===== config.mk =====
export PLATFORM = sky130hd
export DESIGN_NAME = scale_step_gen
export DESIGN_NICKNAME = d
export VERILOG_FILES = /design/src/rtl/scl_pkg.sv /design/src/rtl/scl_divider.sv /design/src/rtl/scl_derive.sv /design/src/rtl/scl_walker.sv /design/src/rtl/scale_step_gen.sv
export SDC_FILE = /design/constraint.sdc
export NUM_CORES = 1
export LEC_CHECK = 0
export BUFFER_PORTS_ARGS = -buffer_cell sky130_fd_sc_hd__buf_2
export CELL_PAD_IN_SITES_DETAIL_PLACEMENT = 1
export CELL_PAD_IN_SITES_GLOBAL_PLACEMENT = 1
export CORE_ASPECT_RATIO = 1.2
export CORE_UTILIZATION = 43
export DETAILED_ROUTE_END_ITERATION = 6
export PLACE_DENSITY = 0.79
export SETUP_SLACK_MARGIN = 0.5
export SLEW_MARGIN = 10
export SYNTH_ARGS = -nofsm -noshare
export SYNTH_HDL_FRONTEND = slang
export SYNTH_SLANG_ARGS = --single-unit

===== constraint.sdc =====
create_clock -name clk -period 3.5 [get_ports clk]
set_input_delay 0.525 -clock clk [delete_from_list [all_inputs] [get_ports clk]]
set_output_delay 0.525 -clock clk [all_outputs]
set_load 0.02 [all_outputs]

===== src/rtl/scl_pkg.sv =====
package scl_pkg;
  typedef enum logic [1:0] {
    DIV_NONE    = 2'b00,
    DIV_HALF    = 2'b01,
    DIV_QUARTER = 2'b10,
    DIV_BAD     = 2'b11
  } div_code_e;

  function automatic int unsigned div_shift(input logic [1:0] code);
    case (code)
      DIV_HALF:    return 1;
      DIV_QUARTER: return 2;
      default:     return 0;
    endcase
  endfunction
endpackage


===== src/rtl/scl_divider.sv =====
module scl_divider #(
  parameter int NUM_W = 38,
  parameter int DEN_W = 16,
  parameter int Q_W   = 37
) (
  input  logic             clk,
  input  logic             rst_n,
  input  logic             start,
  input  logic [NUM_W-1:0] numer,
  input  logic [DEN_W-1:0] denom,
  output logic             busy,
  output logic             done,
  output logic [Q_W-1:0]   quot
);
  localparam int CNT_W = $clog2(NUM_W + 1);

  logic [NUM_W-1:0] n_q;
  logic [DEN_W-1:0] d_q;
  logic [DEN_W-1:0] r_q;
  logic [Q_W-1:0]   q_q;
  logic [CNT_W-1:0] cnt_q;
  logic [DEN_W:0]   trial;
  logic             ge;

  assign trial = {r_q, n_q[NUM_W-1]};
  assign ge    = trial >= {1'b0, d_q};
  assign quot  = q_q;

  always_ff @(posedge clk or negedge rst_n) begin
    if (!rst_n) begin
      n_q   <= '0;
      d_q   <= '0;
      r_q   <= '0;
      q_q   <= '0;
      cnt_q <= '0;
      busy  <= 1'b0;
      done  <= 1'b0;
    end else begin
      done <= 1'b0;
      if (start) begin
        n_q   <= numer;
        d_q   <= denom;
        r_q   <= '0;
        q_q   <= '0;
        cnt_q <= CNT_W'(NUM_W);
        busy  <= 1'b1;
      end else if (busy) begin
        r_q   <= ge ? DEN_W'(trial - {1'b0, d_q}) : trial[DEN_W-1:0];
        q_q   <= {q_q[Q_W-2:0], ge};
        n_q   <= {n_q[NUM_W-2:0], 1'b0};
        cnt_q <= cnt_q - 1'b1;
        if (cnt_q == CNT_W'(1)) begin
          busy <= 1'b0;
          done <= 1'b1;
        end
      end
    end
  end

  // a finished division leaves a remainder below the divisor
  assert_rem_bound_R2: assert property (@(posedge clk) disable iff (!rst_n)
    done |-> (r_q < d_q));
  // a new start is never issued while a division runs
  assert_no_restart_R1: assert property (@(posedge clk) disable iff (!rst_n)
    busy |-> !start);
endmodule


===== src/rtl/scl_derive.sv =====
module scl_derive
  import scl_pkg::*;
#(
  parameter int STEP_W   = 37,
  parameter bit VERTICAL = 1'b0,
  parameter int BIAS     = 'h514
) (
  input  logic [STEP_W-1:0] master,
  input  logic [1:0]        code,
  output logic [STEP_W-1:0] luma,
  output logic [STEP_W-1:0] chroma,
  output logic [STEP_W-1:0] extra
);
  assign luma = master >> 2;

  generate
    if (VERTICAL) begin : g_vert
      assign extra  = (master >> 2) + STEP_W'(BIAS);
      assign chroma = (code == DIV_NONE) ? (master >> 2) : (master >> 3);
    end else begin : g_horz
      logic unused_code;
      assign unused_code = ^code;
      assign extra  = master >> 1;
      assign chroma = master >> 2;
    end
  endgenerate
endmodule


===== src/rtl/scl_walker.sv =====
module scl_walker #(
  parameter int SIZE_W = 16,
  parameter int FRAC_W = 21,
  parameter int PSEL_W = 4
) (
  input  logic                     clk,
  input  logic                     rst_n,
  input  logic                     load,
  input  logic                     cfg_ok,
  input  logic                     adv,
  input  logic [SIZE_W+FRAC_W-1:0] step,
  input  logic [SIZE_W-1:0]        limit,
  output logic [SIZE_W-1:0]        index,
  output logic [FRAC_W-1:0]        frac,
  output logic [PSEL_W-1:0]        psel,
  output logic                     finished
);
  localparam int ACC_W = SIZE_W + FRAC_W;

  logic [ACC_W-1:0]  acc_q;
  logic [SIZE_W-1:0] cnt_q;
  logic              take;

  assign finished = cfg_ok && (cnt_q == limit);
  assign take     = adv && cfg_ok && !finished;
  assign index    = acc_q[ACC_W-1:FRAC_W];
  assign frac     = acc_q[FRAC_W-1:0];
  assign psel     = acc_q[FRAC_W-1 -: PSEL_W];

  always_ff @(posedge clk or negedge rst_n) begin
    if (!rst_n) begin
      acc_q <= '0;
      cnt_q <= '0;
    end else if (load) begin
      acc_q <= '0;
      cnt_q <= '0;
    end else if (take) begin
      acc_q <= acc_q + step;
      cnt_q <= cnt_q + 1'b1;
    end
  end

  // once all samples are out, the position holds until a reload
  assert_hold_done_R8: assert property (@(posedge clk) disable iff (!rst_n)
    (finished && !load) |=> $stable(acc_q));
  // with no usable step, advances leave the position untouched
  assert_idle_ignore_R9: assert property (@(posedge clk) disable iff (!rst_n)
    (!cfg_ok && !load) |=> $stable(acc_q));
endmodule


===== src/rtl/scale_step_gen.sv =====
module scale_step_gen
  import scl_pkg::*;
#(
  parameter int SIZE_W   = 16,
  parameter int FRAC_W   = 21,
  parameter int PSEL_W   = 4,
  parameter bit VERTICAL = 1'b0,
  parameter int BIAS     = 'h514
) (
  input  logic                     clk,
  input  logic                     rst_n,
  input  logic                     cfg_valid,
  output logic                     cfg_ready,
  input  logic [SIZE_W-1:0]        cfg_src_size,
  input  logic [SIZE_W-1:0]        cfg_dst_size,
  input  logic [1:0]               cfg_div_code,
  output logic                     cfg_error,
  output logic                     step_valid,
  output logic [SIZE_W+FRAC_W-1:0] step_master,
  output logic [SIZE_W+FRAC_W-1:0] step_luma,
  output logic [SIZE_W+FRAC_W-1:0] step_chroma,
  output logic [SIZE_W+FRAC_W-1:0] step_extra,
  input  logic                     adv,
  output logic [SIZE_W-1:0]        src_index,
  output logic [FRAC_W-1:0]        phase,
  output logic [PSEL_W-1:0]        phase_sel,
  output logic                     walk_done
);
  localparam int STEP_W = SIZE_W + FRAC_W;
  localparam int NUM_W  = STEP_W + 1;

  logic              accept, legal, div_busy, div_done;
  logic [SIZE_W-1:0] eff;
  logic [NUM_W-1:0]  numer;
  logic [STEP_W-1:0] quot, master_q;
  logic [SIZE_W-1:0] dst_q;
  logic [1:0]        code_q;
  logic              valid_q, err_q;

  assign cfg_ready = !div_busy && !div_done;
  assign accept    = cfg_valid && cfg_ready;
  assign legal     = (cfg_src_size != '0) && (cfg_dst_size != '0) &&
                     (cfg_div_code != DIV_BAD);
  assign eff       = cfg_src_size >> div_shift(cfg_div_code);
  assign numer     = NUM_W'({eff, {FRAC_W{1'b0}}}) + NUM_W'(cfg_dst_size) - NUM_W'(1);

  always_ff @(posedge clk or negedge rst_n) begin
    if (!rst_n) begin
      master_q <= '0;
      dst_q    <= '0;
      code_q   <= DIV_NONE;
      valid_q  <= 1'b0;
      err_q    <= 1'b0;
    end else begin
      if (accept) begin
        err_q <= !legal;
        if (legal) begin
          valid_q <= 1'b0;
          dst_q   <= cfg_dst_size;
          code_q  <= cfg_div_code;
        end
      end
      if (div_done) begin
        master_q <= quot;
        valid_q  <= 1'b1;
      end
    end
  end

  scl_divider #(.NUM_W(NUM_W), .DEN_W(SIZE_W), .Q_W(STEP_W)) u_div (
    .clk   (clk),
    .rst_n (rst_n),
    .start (accept && legal),
    .numer (numer),
    .denom (cfg_dst_size),
    .busy  (div_busy),
    .done  (div_done),
    .quot  (quot)
  );

  scl_derive #(.STEP_W(STEP_W), .VERTICAL(VERTICAL), .BIAS(BIAS)) u_derive (
    .master (master_q),
    .code   (code_q),
    .luma   (step_luma),
    .chroma (step_chroma),
    .extra  (step_extra)
  );

  scl_walker #(.SIZE_W(SIZE_W), .FRAC_W(FRAC_W), .PSEL_W(PSEL_W)) u_walk (
    .clk      (clk),
    .rst_n    (rst_n),
    .load     (div_done),
    .cfg_ok   (valid_q),
    .adv      (adv),
    .step     (master_q),
    .limit    (dst_q),
    .index    (src_index),
    .frac     (phase),
    .psel     (phase_sel),
    .finished (walk_done)
  );

  assign step_master = master_q;
  assign step_valid  = valid_q;
  assign cfg_error   = err_q;

  // a legal beat closes the handshake on the next cycle
  assert_ready_drop_R1: assert property (@(posedge clk) disable iff (!rst_n)
    (accept && legal) |=> !cfg_ready);
  // an illegal beat changes no step value and no validity
  assert_illegal_keep_R3: assert property (@(posedge clk) disable iff (!rst_n)
    (accept && !legal) |=> ($stable(step_master) && $stable(step_valid) && cfg_error));
  // a legal beat withdraws the old step
  assert_valid_drop_R6: assert property (@(posedge clk) disable iff (!rst_n)
    (accept && legal) |=> !step_valid);
  // a fresh step starts from position zero
  assert_load_zero_R6: assert property (@(posedge clk) disable iff (!rst_n)
    $rose(step_valid) |-> (src_index == '0 && phase == '0));
endmodule


After elaboration in Yosys (flattened, before gate mapping)
Index checks and enable logic that the tools add are counted.
W data, S select, Z words.

word-level totals
  register bits = 223
  output and inout bits = 193
  bits of input ports = 38

cells by class
  add/subtract/negate cells = 6
  shift-type cells = 1
  $lt $le $gt $ge = 1
  multiplexer cells = 23
  eq/ne operators = 5
  reduce and logical (&&, ||, !) cells = 20

operators with widths
  kind                     count
  $mux W37                 4
  $mux W16                 5
  $mux W38                 2
  $add A37 B16 Y38         1
  $sub A38 B1 Y38 const B  1
  $add A37 B37 Y37         1
  $reduce_bool A16 Y1      2
  $shr A16 B32 Y16         1
  $ge A17 B16 Y1           1
  $add A16 B1 Y16 const B  1
  $eq A16 B16 Y1           1
  $sub A16 B16 Y16         1
  $mux W6                  2
  $mux W1                  9
  $logic_and A1 B1 Y1      8
  $reduce_bool A2 Y1       4
  $eq A6 B1 Y1 const B     1
  $sub A6 B1 Y6 const B    1
  $logic_not A1 Y1         4
  $pmux W2 S2              1
  $reduce_and A2 Y1        2
  $eq A2 B1 Y1 const B     1
  $eq A2 B2 Y1 const B     1
  $ne A2 B2 Y1 const B     1

Longest topological paths before layout
Gate-level depths: netlist of run 1.

  depth in word-level cells = 6
  mapped depth = 12
  mapped depth without buffers = 12

Cells and area by module
A second synthesis of run 1 with hierarchy kept.

second synthesis, totals
  cells, all modules = 1565
  area, all modules = 14571.5 µm²

modules (own cells, without submodules)
  module          area each (µm²)  instances  cells each  sequential area each (µm²)
  scl_divider     5730.5           1          562         2877.8
  scl_walker      4606.9           1          572         1326.3
  scale_step_gen  3397.0           1          319         1426.4
  scl_derive      837.1            1          112         0.0

Least setup slack after synthesis of run 1
Ideal clock, no wire load.

  path type = input port to flip-flop
  start point = input port cfg_dst_size[9]
  end point = register u_div.n_q[35]
  path buffers = 0
  cell stages on the path = 9
  required time = 3.358 ns
  library setup time = 0.142 ns
  data arrival time = 2.572 ns
  slack = 0.785 ns
  path through = or4_4 or3_4 nor4_4 nand2b_2 nor2_4 nand3_2 nor3b_2 xor2_1 o221ai_1

on the way
  word-level cells in the longest chain between the ends = 5
  elaborated cells between the ends (all ways) = 8
  classes of those cells = add/sub: 2; mux: 1; reduce/logical: 5

RTL lines
  element                                                   line                  source
  from (decl)                                               scale_step_gen.sv:15  input logic [SIZE_W-1:0] cfg_dst_size,
  branches (longest 5 deep; another with $add A37 B16 Y38)  --
  to (signal assigned)                                      scl_divider.sv:41     n_q <= numer;
  to (signal assigned)                                      scl_divider.sv:50     n_q <= {n_q[NUM_W-2:0], 1'b0};
  to (decl)                                                 scl_divider.sv:17     logic [NUM_W-1:0] n_q;

Parallel ways; which one is timed is not known.
A chain may end at the register's enable or synchronous reset.

Final worst setup path of run 1
  start point = register master_q[0], in the netlist step_master[0]
  end point = register u_walk.acc_q[36]

on the way
  word-level cells in the longest chain between the ends = 3

RTL lines
  element                 line                  source
  from (decl)             scale_step_gen.sv:35  logic [STEP_W-1:0] quot, master_q;
  from (signal assigned)  scale_step_gen.sv:64  master_q <= quot;
  $add A37 B37 Y37        scl_walker.sv:38      acc_q <= acc_q + step;
  $mux W37                scl_walker.sv:37      end else if (take) begin
  $mux W37                scl_walker.sv:34      end else if (load) begin
  to (signal assigned)    scl_walker.sv:38
  to (decl)               scl_walker.sv:20      logic [ACC_W-1:0] acc_q;

No other way between the ends. The select of a mux whose other input is x is not followed.

==> Flow_metrics.wiki, run 1 <==
{| class="wikitable"
! Metric !! Value
|-
| Post-detailed-route via-to-cell ratio || approximately 5.5
|-
| Net switching power || approximately 1.1 mW
|-
| Top fanout value on the critical path || 3
|-
| Smallest setup slack after layout || around 0.63 ns
|-
| Max Buffers Root-to-Sink || 3
|-
| Cells after Synth || ~1400
|-
| Top-area cell type share of the netlist area || 40.2%
|-
| Max rail drop VDD || roughly 0.28 mV
|-
| Placed inst area || roughly 0.014 mm^2
|-
| Synth Cell Area || 0.0129 mm^2
|-
| Number of global-route vias before repair || around 11000
|-
| Sequential area share after synthesis || ~40%
|-
| CP bufs+invs || 2
|-
| Overall die area || ~0.03 mm^2
|-
| Worst path cell trace || ha_1, inv_1, fa_1, nor2b_1, o31a_1, nor3_4, o211ai_1, buf_4, nand2_1, a21oi_1, mux2i_1, a21oi_1, mux2_2
|-
| DRC violation count after routing || 0
|-
| Yosys synthesis warning count || 0
|-
| Antenna viol nets, final || 0
|-
| Antenna cell count || 0
|-
| Gpl congestion || approximately 0.88
|-
| Clock root buffer || clkbuf_16
|-
| Width of the die || between 150 and 200 um
|-
| Area contributors post-synth || dfrtp_1, buf_4, nand2_1
|-
| Total Routed Length || around 35 mm
|-
| Arrival time at the worst endpoint || between 3 and 4 ns
|-
| Critical Path Sink Type || register
|-
| Post-layout net count || between 1500 and 2000
|-
| PD cells || between 300 and 400 mW/mm^2
|-
| Clock tree from TritonCTS || done
|-
| Shortest clock period the worst path allows after layout || around 2.9 ns
|-
| R2r worst-path depth || 13
|-
| Switching part of the total || 22.6%
|-
| Cell area after layout || about 0.015 mm^2
|-
| Hold violation total from the final report || 0
|-
| Largest delay share family, worst path || compound AO/OA/AOI/OAI gates
|-
| Dominant combinational cell family by area after synthesis || compound AO/OA/AOI/OAI gates
|-
| Clk network pwr share || 48.8%
|-
| Critical path origin || step_master[0]$_DFFE_PN0P_
|-
| Initial DRT Pass Iterations || 5
|-
| Final number of setup-violating endpoints || 0
|-
| Flip-flop and latch count after synthesis || 207
|-
| Clock insertion delay at the later pin of the skew report || approximately 0.52 ns
|-
| Number of enable flip-flop cells after synthesis || 0
|-
| Area added between synthesis and finish || 12.8%
|-
| Grt total ovfl || 0
|-
| Run status || complete, no violations
|-
| Post-route clock skew || roughly 0.022 ns
|-
| Min-delay worst type || input port to asynchronous set/reset pin
|-
| Maximum capacitance violations || 0
|-
| Vertical extent of the die || 192 um
|-
| Combinational power share || 3.7%
|-
| Starting density of the core || about 44%
|-
| Register-to-register path setup slack || ~0.63 ns
|-
| Core region area || approximately 0.030 mm^2
|-
| DR WL/cell || about 18 um
|-
| Accumulated negative setup slack || 0 ns
|-
| Highest cell delay on the worst timing path || around 0.40 ns
|-
| Register share of total power || about 48%
|-
| End point of the critical path || u_walk.acc_q[36]$_DFFE_PN0P_
|-
| Rows || 69
|-
| Maximum number of pins on one net before global-route repair || 85
|-
| Tot GR Track Use || 23.1%
|-
| Initial antenna violation count || 0
|-
| Post-synth top area cell || dfrtp_1
|-
| RSZ-0062 raised after global routing || true
|-
| Proportion of layout cells with a drive suffix above 1 || approximately a quarter
|-
| Synth Area in Adders || 5.75%
|-
| Kind of start point of the critical path || register
|-
| Number of logic stages on the critical path including buffering || 13
|-
| Fmax achieved || between 300 and 400 MHz
|-
| Leakage power summed over all cells || around 7.5 nW
|-
| Compound-Gate Fraction of Synth Area || between 10% and 20%
|-
| Post-synth cell types || 69
|-
| Clk sink count || between 200 and 250
|-
| Required time of the critical path || 3.91 ns
|-
| TritonCTS Buffers || 24
|-
| DRC violation total after the first TritonRoute iteration || 424
|-
| Reg2reg start || step_master[0]$_DFFE_PN0P_
|-
| Actual transition at the worst max-transition pin || approximately 0.84 ns
|-
| Synth async-reset ratio || 100%
|-
| Internal || 3.90 mW
|-
| Average footprint of a synthesized cell || approximately 9 um^2
|-
| Final period utilization || between 80% and 90%
|-
| Worst slack, placed || between 0.3 and 0.4 ns
|-
| Type of the worst setup path || register to register
|-
| Clock transition time at the flip-flop clock pins of the worst setup and hold paths || 0.06 ns
|-
| R2R Path End || u_walk.acc_q[36]$_DFFE_PN0P_
|-
| Vias || 10800
|-
| Tightest slew margin relative to the limit || between 40% and 50%
|-
| Total number of H-tree levels || 1
|-
| Top-Level Pins || around 230
|-
| Max-slew violation count || 0
|-
| Most used flip-flop cell after synthesis || dfrtp_1
|-
| Post-synthesis share of cell area spent on and, or, nand and nor gates || 16.0%
|-
| Master of the slowest instance on the critical path || fa_1
|-
| Crit-path most repeated cell || a21oi_1
|-
| Count of input and output buffers || 225
|-
| Fraction of synthesized cell area in xor and xnor cells || 6.60%
|-
| Utilization after layout || between 40 and 50%
|-
| Dpl hpwl || approximately 26 mm
|-
| First-pass GRT wire length || approximately 57 mm
|-
| Multiplexer share of the synthesized area || 4.95%
|}
-- final cells by class --
type | instances | area (um^2)
Sequential cell | 207 | 5190
Inverter | 40 | 150
Fill cell | 3532 | 15000
Timing Repair Buffer | 255 | 1400
Multi-Input combinational cell | 1011 | 6530
Clock inverter | 5 | 36.3
Tap cell | 390 | 488
Clock buffer | 39 | 738
-- power by group through the flow --
stage	combinational, mW	clock [mW]	sequential, mW
floorplan	0.0759	0	2.44
global placement	0.184	0	2.44
detailed placement	0.188	0	2.44
CTS	0.189	2.52	2.39
global route	0.209	2.60	2.39
finish	0.184	2.46	2.39
-- layout by cell type (no fill, tap or decap), drive strengths merged, types with 3 or more instances in the layout --
cell | synthesis | layout
o21ai | 122 | 122
o31ai | 5 | 5
nand4 | 11 | 11
a21o | 18 | 18
o21bai | 6 | 6
a41oi | 4 | 4
o22a | 7 | 7
buf | 135 | 254
a221o | 11 | 11
mux2i | 21 | 21
nor4 | 12 | 12
clkbuf | 47 | 40
dfrtp | 207 | 207
or2 | 4 | 4
a211oi | 8 | 8
nor3b | 6 | 6
and3 | 16 | 16
xor2 | 52 | 52
o211ai | 16 | 16
nor3 | 18 | 18
nor2b | 12 | 12
nand2 | 225 | 225
nand3b | 6 | 6
a21oi | 79 | 79
a31oi | 10 | 10
nor2 | 96 | 96
o22ai | 7 | 7
or3b | 3 | 3
nand3 | 25 | 25
o221ai | 20 | 20
nand2b | 8 | 8
mux2 | 38 | 38
xnor2 | 45 | 45
o21a | 4 | 4
conb | 1 | 5
ha | 56 | 56
or3 | 4 | 4
inv | 40 | 41
-- stage by stage --
step | cells | power [mW] | hold WS (ns)
6_report | 1947 | 5.03 | 0.0213
5_1_grt | 1947 | 5.20 | 0.0644
4_1_cts | 1946 | 5.10 | 0.0430
3_5_place_dp | 1902 | 2.62 | 0.478
3_3_place_gp | 1902 | 2.62 | 0.463
2_1_floorplan | 1440 | 2.51 | 0.229
-- cells by family (layout without fill, tap and decap cells) --
family                   count (synthesis)  count (layout)
AND/OR/NAND/NOR                        453             453
AO/OA/AOI/OAI                          339             339
buffers and inverters                  222             339
flip-flops                             207             207
XOR/XNOR                                97              97
multiplexers                            59              59
adder cells (fa/ha/maj)                 58              58
other                                    1               5
-- registers in the layout, summed over array words and instances (netlist names) --
signal,count
u_div.done,1
u_div.r_q,16
u_div.n_q,38
u_div.busy,1
u_div.cnt_q,6
step_valid,1
u_walk.cnt_q,16
u_walk.acc_q,37
u_div.quot,37
dst_q,16
cfg_error,1
step_master,37
-- routing by layer --
metal / share of wire, % / GRT usage (%) / up-vias
met4: 2.3 / 6.52 / 0
li1: - / - / 5107
met1: 43 / 29.5 / 5357
met2: 51 / 41.3 / 244
met3: 3.4 / 2.42 / 49
met5: 0 / 0 / -
-- timing repair --
item,in CTS,in global routing
hold buffers,0,0
setup endpoints to repair,4,21
pin swaps,1,2
setup buffers,0,1
gates cloned,0,0
gates resized for setup,5,17
-- Yosys cell counts, types with 10 or more instances --
library cell,instances
o21ai_0,121
nor2b_1,12
o221ai_1,20
nand2_1,225
a21o_1,18
a21oi_1,79
nand4_1,11
buf_2,13
nand3_1,24
o211ai_1,16
clkbuf_1,47
mux2_2,38
mux2i_1,21
xnor2_1,45
and3_1,16
a31oi_1,10
dfrtp_1,207
nor4_1,11
nor3_1,18
ha_1,56
nor2_1,94
inv_1,40
buf_4,116
xor2_1,52
a221o_1,11
-- how the worst min path moves through the flow --
stage / endpoint / slack, ns / cells past startpoint
2_1_floorplan: cfg_error$_DFFE_PN0P_ / 0.23 / 0
3_3_place_gp: u_div.n_q[27]$_DFFE_PN0P_ / 0.46 / 2
3_5_place_dp: u_div.n_q[35]$_DFFE_PN0P_ / 0.48 / 2
4_1_cts: u_walk.acc_q[5]$_DFFE_PN0P_ / 0.04 / 1
5_1_grt: u_walk.acc_q[5]$_DFFE_PN0P_ / 0.06 / 1
6_report: u_walk.acc_q[5]$_DFFE_PN0P_ / 0.02 / 1
No activity file was read; power rests on OpenSTA's default activity.
==> inputs of run 2 (changes only) <==
Clock period 3.5 ns to 3 ns, I/O delays scaled along.
==> run 2 against run 1 <==
Compared with the run above: first-iteration DRC count fell by 3.3%; flip-flop and latch count did not move; core utilization rose by 3.5 points; critical endpoint unchanged; largest power group is now registers.
==> Flow_metrics.wiki, run 2 (synthesized netlist as in run 1, its figures left out) <==
{| class="wikitable"
! Metric !! Value
|-
| First-pass GRT wire length || 60.2 mm (was 57.4 mm)
|-
| Kind of start point of the critical path || register (unchanged)
|-
| Top-Level Pins || 231 (unchanged)
|-
| Clk sink count || 207 (unchanged)
|-
| RSZ-0062 raised after global routing || true (unchanged)
|-
| Vias || 11000 (was 10800)
|-
| Clock root buffer || clkbuf_16 (unchanged)
|-
| Critical path origin || step_master[0]$_DFFE_PN0P_ (unchanged)
|-
| Utilization after layout || 52.7% (was 49.2%)
|-
| Max rail drop VDD || 0.285 mV (was 0.279 mV)
|-
| DRC violation count after routing || 0 (unchanged)
|-
| Clock insertion delay at the later pin of the skew report || 0.51 ns (was 0.52 ns)
|-
| DR WL/cell || 19.0 um (was 18.1 um)
|-
| Actual transition at the worst max-transition pin || 0.804 ns (was 0.844 ns)
|-
| Gpl congestion || 0.887 (was 0.881)
|-
| Post-layout net count || 1683 (was 1635)
|-
| Type of the worst setup path || register to register (unchanged)
|-
| Clock tree from TritonCTS || done (unchanged)
|-
| Clock transition time at the flip-flop clock pins of the worst setup and hold paths || 0.06 ns (about the same)
|-
| Required time of the critical path || 3.39 ns (was 3.91 ns)
|-
| Grt total ovfl || 0 (unchanged)
|-
| Tightest slew margin relative to the limit || 46.4% (was 43.7%)
|-
| Fmax achieved || 384 MHz (was 349 MHz)
|-
| Run status || complete, no violations (unchanged)
|-
| Maximum number of pins on one net before global-route repair || 98 (was 85)
|-
| Commonest non-fill, non-tap cell in the layout || buf_2 (was nand2_1)
|-
| Total number of H-tree levels || 1 (unchanged)
|-
| Hold violation total from the final report || 0 (unchanged)
|-
| Max-slew violation count || 0 (unchanged)
|-
| Placed inst area || 0.0139 mm^2 (was 0.0137 mm^2)
|-
| Commonest cells after routing, fill and taps aside || buf_2, nand2_1, dfrtp_1 (was nand2_1, buf_2, dfrtp_1)
|-
| Initial DRT Pass Iterations || 4 (was 5)
|-
| Post-detailed-route via-to-cell ratio || 5.54 (was 5.52)
|-
| Final number of setup-violating endpoints || 0 (unchanged)
|-
| DRC violation total after the first TritonRoute iteration || 410 (was 424)
|-
| TritonCTS Buffers || 23 (was 24)
|-
| Proportion of layout cells with a drive suffix above 1 || 32.1% (was 23.6%)
|-
| Leakage power summed over all cells || 7.68 nW (was 7.49 nW)
|-
| Tot GR Track Use || 24.1% (was 23.1%)
|-
| Initial antenna violation count || 0 (unchanged)
|-
| Top fanout value on the critical path || 3 (unchanged)
|-
| PD cells || 372 mW/mm^2 (was 346 mW/mm^2)
|-
| Final period utilization || 86.9% (was 81.9%)
|-
| Critical Path Sink Type || register (unchanged)
|-
| Number of global-route vias before repair || 11400 (was 10900)
|-
| Max Buffers Root-to-Sink || 3 (unchanged)
|-
| Reg2reg start || step_master[0]$_DFFE_PN0P_ (unchanged)
|-
| Shortest clock period the worst path allows after layout || 2.61 ns (was 2.87 ns)
|-
| Total Routed Length || 37.9 mm (was 35.2 mm)
|-
| Rows || 69 (unchanged)
|-
| Post-route clock skew || 0.0116 ns (was 0.0220 ns)
|-
| Startpoint of the tightest hold check path || cfg_dst_size[0]
|-
| Width of the die || 160 um (unchanged)
|-
| Flip-flop count of the largest register after layout || 38 (unchanged)
|-
| Starting density of the core || 43.6% (unchanged)
|-
| Antenna viol nets, final || 0 (unchanged)
|-
| Min-delay worst type || input port to register (was input port to asynchronous set/reset pin)
|-
| Overall power after layout || 5.79 mW (was 5.03 mW)
|-
| Overall die area || 0.0307 mm^2 (unchanged)
|-
| Arrival time at the worst endpoint || 3.00 ns (was 3.28 ns)
|-
| Dpl hpwl || 26.0 mm (was 25.7 mm)
|-
| Antenna cell count || 0 (unchanged)
|-
| Cell area after layout || 0.0155 mm^2 (was 0.0145 mm^2)
|-
| Area added between synthesis and finish || 20.7% (was 12.8%)
|-
| Accumulated negative setup slack || 0 ns (unchanged)
|-
| Maximum capacitance violations || 0 (unchanged)
|-
| Count of input and output buffers || 225 (unchanged)
|-
| Minimum hold slack || 0.187 ns (was 0.0213 ns)
|-
| Vertical extent of the die || 192 um (unchanged)
|-
| Most flop-heavy register || u_div.n_q (unchanged)
|-
| Core region area || 0.0295 mm^2 (unchanged)
|}
-- run 2: cell types whose count changed in the layout (fill, tap and decap cells not counted), sizes merged --
cell         change
clkinvlp         -2
clkbuf           -5
inv              -1
bufinv           +2
buf             +48
dlygate4sd3      +1
clkinv           +2
-- run 2: repair_timing --
item	CTS	global route
pin swaps	24	31
hold buffers	1	0
gates cloned	2	0
setup endpoints to repair	39	52
buffers inserted	19	15
resized for setup	68	87
endpoints found under the hold margin	14	0
-- run 2: path summary, 6_finish.rpt --
path / endpoint / slack, ns / depth (start not counted)
hold reg to reg: u_div.n_q[11]$_DFFE_PN0P_ / 0.50 / 2
min in group asynchronous: step_master[8]$_DFFE_PN0P_ / 0.54 / 2
max in group asynchronous: step_master[35]$_DFFE_PN0P_ / 1.59 / 3
setup reg to reg: u_walk.acc_q[36]$_DFFE_PN0P_ / 0.39 / 13
hold / removal: u_div.n_q[0]$_DFFE_PN0P_ / 0.19 / 2
setup / recovery: u_walk.acc_q[36]$_DFFE_PN0P_ / 0.39 / 13
-- run 2: cell type report --
type,count,area (um^2)
inverter,40,150
tap,390,488
clock buffer,34,647
timing repair buffer,304,1850
multi-input combinational,1011,7130
sequential,207,5210
fill,3442,14000
clock inverter,6,80.1
-- run 2: critical path: stages, from the launching register on --
cell and delay (ns):
dfrtp_2 0.39, ha_4 0.15, inv_2 0.04, fa_2 0.34, nor2b_2 0.13, o31a_1 0.19, nor3_2 0.06, o211ai_1 0.22
buf_4 0.20, nand2_2 0.06, a21oi_2 0.14, mux2i_1 0.09, a21oi_1 0.14, mux2_2 0.35
-- run 2: metrics by stage --
stage | cells | setup slack (ns)
2_1_floorplan | 1440 | 0.360
6_report | 1992 | 0.393
3_5_place_dp | 1915 | 0.0520
5_1_grt | 1992 | 0.265
3_3_place_gp | 1915 | 0.0996
4_1_cts | 1977 | 0.451
-- run 2: metal layers --
metal | track usage [%] | up-vias | part of all wire, %
li1 | - | 5189 | -
met2 | 45.1 | 249 | 52
met1 | 29.5 | 5524 | 42
met5 | 0 | - | 0
met4 | 6.85 | 0 | 2.8
met3 | 2.29 | 75 | 3.1
-- run 2: power breakdown --
| group | total (mW) | internal, mW | leakage [nW] | switching (mW) |
|---|---|---|---|---|
| clock network | 2.77 | 1.66 | 0.358 | 1.12 |
| registers | 2.79 | 2.79 | 2.65 | 0 |
| logic | 0.227 | 0.0727 | 4.68 | 0.154 |
==> inputs of run 3 (changes only) <==
Settings changed: CAP_MARGIN set to 20, RECOVER_POWER set to 100.
Clock period 3 ns to 2.7 ns, I/O delays scaled along.
==> run 3 against run 2 <==
Compared with the run above: the flow now finishes with violations (design-rule violations, max-capacitance violations, max-slew violations, negative setup slack); design area grew 6.1%; non-clock buffer count is 50 higher; worst setup slack got worse by 0.41 ns; first-iteration DRC count grew 43%; core utilization rose by 3.2 points; sequential share of layout area shrank 2.0 points; critical path type unchanged; critical endpoint is now u_walk.acc_q[10]$_DFFE_PN0P_; largest power group is now clock; highest routed layer unchanged.
==> Flow_metrics.wiki, run 3 (synthesized netlist as in run 1, its figures left out) <==
{| class="wikitable"
! Metric !! Value
|-
| Vertical extent of the die || 192 um (unchanged)
|-
| Actual transition at the worst max-transition pin || 1.55 ns (was 0.804 ns)
|-
| Max Buffers Root-to-Sink || 3 (unchanged)
|-
| Clock root buffer || clkbuf_16 (unchanged)
|-
| Overall die area || 0.0307 mm^2 (unchanged)
|-
| Dpl hpwl || 26.1 mm (was 26.0 mm)
|-
| Top-Level Pins || 231 (unchanged)
|-
| Proportion of layout cells with a drive suffix above 1 || 28.1% (was 32.1%)
|-
| Worst path cell trace || xor2_1, nor3_1, nand4_1, clkbuf_1, dlygate4sd2_1, o21ba_1, buf_8, mux2i_1, nor2_1 (was ha_4, inv_2, fa_2, nor2b_2, o31a_1, nor3_2, o211ai_1, buf_4, nand2_2, a21oi_2, mux2i_1, a21oi_1, mux2_2)
|-
| Clock tree from TritonCTS || done (unchanged)
|-
| Vias || 11500 (was 11000)
|-
| Placed Cells incl. Taps || 1933 (was 1915)
|-
| DRC violation count after routing || 2 (was 0)
|-
| Final number of setup-violating endpoints || 1 (was 0)
|-
| Critical Path Sink Type || register (unchanged)
|-
| Internal || 5.43 mW (was 4.52 mW)
|-
| Max rail drop VDD || 0.323 mV (was 0.285 mV)
|-
| Total number of H-tree levels || 1 (unchanged)
|-
| RSZ-0062 raised after global routing || true (unchanged)
|-
| Core region area || 0.0295 mm^2 (unchanged)
|-
| Fmax achieved || 368 MHz (was 384 MHz)
|-
| Clock insertion delay at the later pin of the skew report || 0.53 ns (was 0.51 ns)
|-
| Tot GR Track Use || 24.8% (was 24.1%)
|-
| Overall power after layout || 6.96 mW (was 5.79 mW)
|-
| Count of input and output buffers || 225 (unchanged)
|-
| Post-route clock skew || 0.0134 ns (was 0.0116 ns)
|-
| Register share of total power || 44.6% (was 48.2%)
|-
| DR WL met2 || 22.4 mm (was 19.9 mm)
|-
| Maximum capacitance violations || 1 (was 0)
|-
| Final period utilization || 101% (was 86.9%)
|-
| Rows || 69 (unchanged)
|-
| Violations in the final reports || design-rule violations, max-capacitance violations, max-slew violations, negative setup slack
|-
| CP bufs+invs || 3 (was 2)
|-
| Grt total ovfl || 0 (unchanged)
|-
| DR WL/cell || 20.8 um (was 19.0 um)
|-
| Width of the die || 160 um (unchanged)
|-
| Maximum number of pins on one net before global-route repair || 81 (was 98)
|-
| Antenna viol nets, final || 0 (unchanged)
|-
| Post-layout net count || 1735 (was 1683)
|-
| Post-route insts no fill || 2047 (was 1992)
|-
| Combinational power share || 3.9% (about the same)
|-
| Kind of start point of the critical path || register (unchanged)
|-
| Run status || finished with violations (was complete, no violations)
|-
| Post-detailed-route via-to-cell ratio || 5.64 (was 5.54)
|-
| Largest delay share family, worst path || simple AND/OR/NAND/NOR gates (was compound AO/OA/AOI/OAI gates)
|-
| Area added between synthesis and finish || 28.1% (was 20.7%)
|-
| Leakage power summed over all cells || 7.45 nW (was 7.68 nW)
|-
| Reg2reg start || u_walk.cnt_q[4]$_DFFE_PN0P_ (was step_master[0]$_DFFE_PN0P_)
|-
| Net switching power || 1.53 mW (was 1.27 mW)
|-
| Shortest clock period the worst path allows after layout || 2.72 ns (was 2.61 ns)
|-
| Tightest slew margin relative to the limit || -3.32% (was 46.4%)
|-
| Startpoint of the tightest hold check path || cfg_dst_size[0] (unchanged)
|-
| Commonest cells after routing, fill and taps aside || nand2_1, dfrtp_1, clkbuf_1 (was buf_2, nand2_1, dfrtp_1)
|-
| Number of global-route vias before repair || 11900 (was 11400)
|-
| Sum of routed wire segments on met1 || 16.9 mm (was 15.8 mm)
|-
| Hold violation total from the final report || 0 (unchanged)
|-
| Flip-flop count of the largest register after layout || 38 (unchanged)
|-
| Fill cells || 3486 (was 3442)
|-
| Initial DRT Pass Iterations || 7 (was 4)
|-
| Most flop-heavy register || u_div.n_q (unchanged)
|-
| Initial antenna violation count || 0 (unchanged)
|-
| Max-slew violation count || 61 (was 0)
|-
| Detailed route wirelength on metal3 || 1.63 mm (was 1.18 mm)
|-
| Required time of the critical path || 3.04 ns (was 3.39 ns)
|-
| Highest cell delay on the worst timing path || 0.48 ns (was 0.39 ns)
|-
| Antenna cell count || 0 (unchanged)
|-
| First-pass GRT wire length || 61.8 mm (was 60.2 mm)
|-
| Commonest non-fill, non-tap cell in the layout || nand2_1 (was buf_2)
|-
| Gpl congestion || 0.881 (was 0.887)
|-
| TritonCTS Buffers || 24 (was 23)
|-
| Starting density of the core || 43.6% (unchanged)
|-
| Top fanout value on the critical path || 6 (was 3)
|-
| Min-delay worst type || input port to register (unchanged)
|-
| Arrival time at the worst endpoint || 3.07 ns (was 3.00 ns)
|-
| Master of the slowest instance on the critical path || dfrtp_1 (was dfrtp_2)
|-
| Total Routed Length || 42.5 mm (was 37.9 mm)
|-
| Register-to-register path setup slack || -0.02 ns (was 0.39 ns)
|-
| Critical path origin || u_walk.cnt_q[4]$_DFFE_PN0P_ (was step_master[0]$_DFFE_PN0P_)
|-
| Clock transition time at the flip-flop clock pins of the worst setup and hold paths || 0.06 ns (about the same)
|-
| Clk sink count || 207 (unchanged)
|-
| Highest routed layer || met4 (unchanged)
|-
| Smallest setup slack after layout || -0.0211 ns (was 0.393 ns)
|-
| Type of the worst setup path || register to register (unchanged)
|-
| Switching part of the total || 22.0% (about the same)
|-
| DRC violation total after the first TritonRoute iteration || 588 (was 410)
|-
| PD cells || 422 mW/mm^2 (was 372 mW/mm^2)
|-
| Clk network pwr share || 51.5% (was 47.9%)
|}
## run 3: changes by cell type in the layout (fill, tap and decap cells not counted), moves of 12 or more
cell      delta
a21oi_1     -14
buf_2      -171
buf_6       +15
clkbuf_1   +177
clkbuf_2    +12
nand2_1     -16
nand2_2     +12
o21ai_0     -18
## run 3: cell type report
| cell class | count | area [um^2] | area share (%) |
|---|---|---|---|
| tap | 390 | 488 | 2.96 |
| multi-input combinational | 1012 | 7740 | 46.9 |
| sequential | 207 | 5200 | 31.5 |
| timing repair buffer | 354 | 2050 | 12.4 |
| inverter | 40 | 150 | 0.910 |
| clock inverter | 7 | 138 | 0.834 |
| clock buffer | 37 | 731 | 4.43 |
## run 3: worst paths after layout
kind                       depth (start not counted)                            to
max in group asynchronous                          3   u_walk.cnt_q[4]$_DFFE_PN0P_
max reg2reg                                        9  u_walk.acc_q[10]$_DFFE_PN0P_
max                                                9  u_walk.acc_q[10]$_DFFE_PN0P_
min                                                2      u_div.n_q[0]$_DFFE_PN0P_
min in group asynchronous                          2   step_master[19]$_DFFE_PN0P_
min reg2reg                                        2     u_div.n_q[18]$_DFFE_PN0P_
## run 3: metal layers
metal | up-vias | global-route usage, %
met5 | - | 0
met4 | 0 | 7.91
met3 | 109 | 2.81
met2 | 339 | 46.1
met1 | 5795 | 29.7
li1 | 5294 | -
## run 3: stage by stage
stage / utilization [%] / hold slack, ns / area (um^2) / worst slack [ns] / TNS (ns)
floorplan: - / 0.109 / 13500 / 0.107 / 0
global placement: 48.8 / 0.432 / 14400 / -0.0510 / -0.0637
detailed placement: 48.8 / 0.434 / 14400 / -0.153 / -3.27
CTS: 54.3 / 0.0904 / 16000 / -0.0575 / -0.0876
global route: 55.9 / 0.129 / 16500 / -0.114 / -1.01
finish: 55.9 / 0.101 / 16500 / -0.0211 / -0.0211
## run 3: what timing repair did
| action | 4_1_cts | 5_1_grt |
|---|---|---|
| buffers inserted | 38 | 23 |
| hold endpoints to repair | 55 | 0 |
| gates cloned | 4 | 4 |
| pin swaps | 69 | 65 |
| hold buffers | 1 | 0 |
| endpoints found under the setup margin | 97 | 117 |
| resized for setup | 95 | 145 |
## run 3: power by group through the flow
stage                     Combinational [mW]  Clock (mW)  Sequential [mW]
after detailed placement               0.262           0             3.16
after global routing                   0.301        3.74             3.10
after global placement                 0.256           0             3.16
after floorplan                       0.0986           0             3.16
after CTS                              0.267        3.63             3.10
final                                  0.272        3.59             3.10
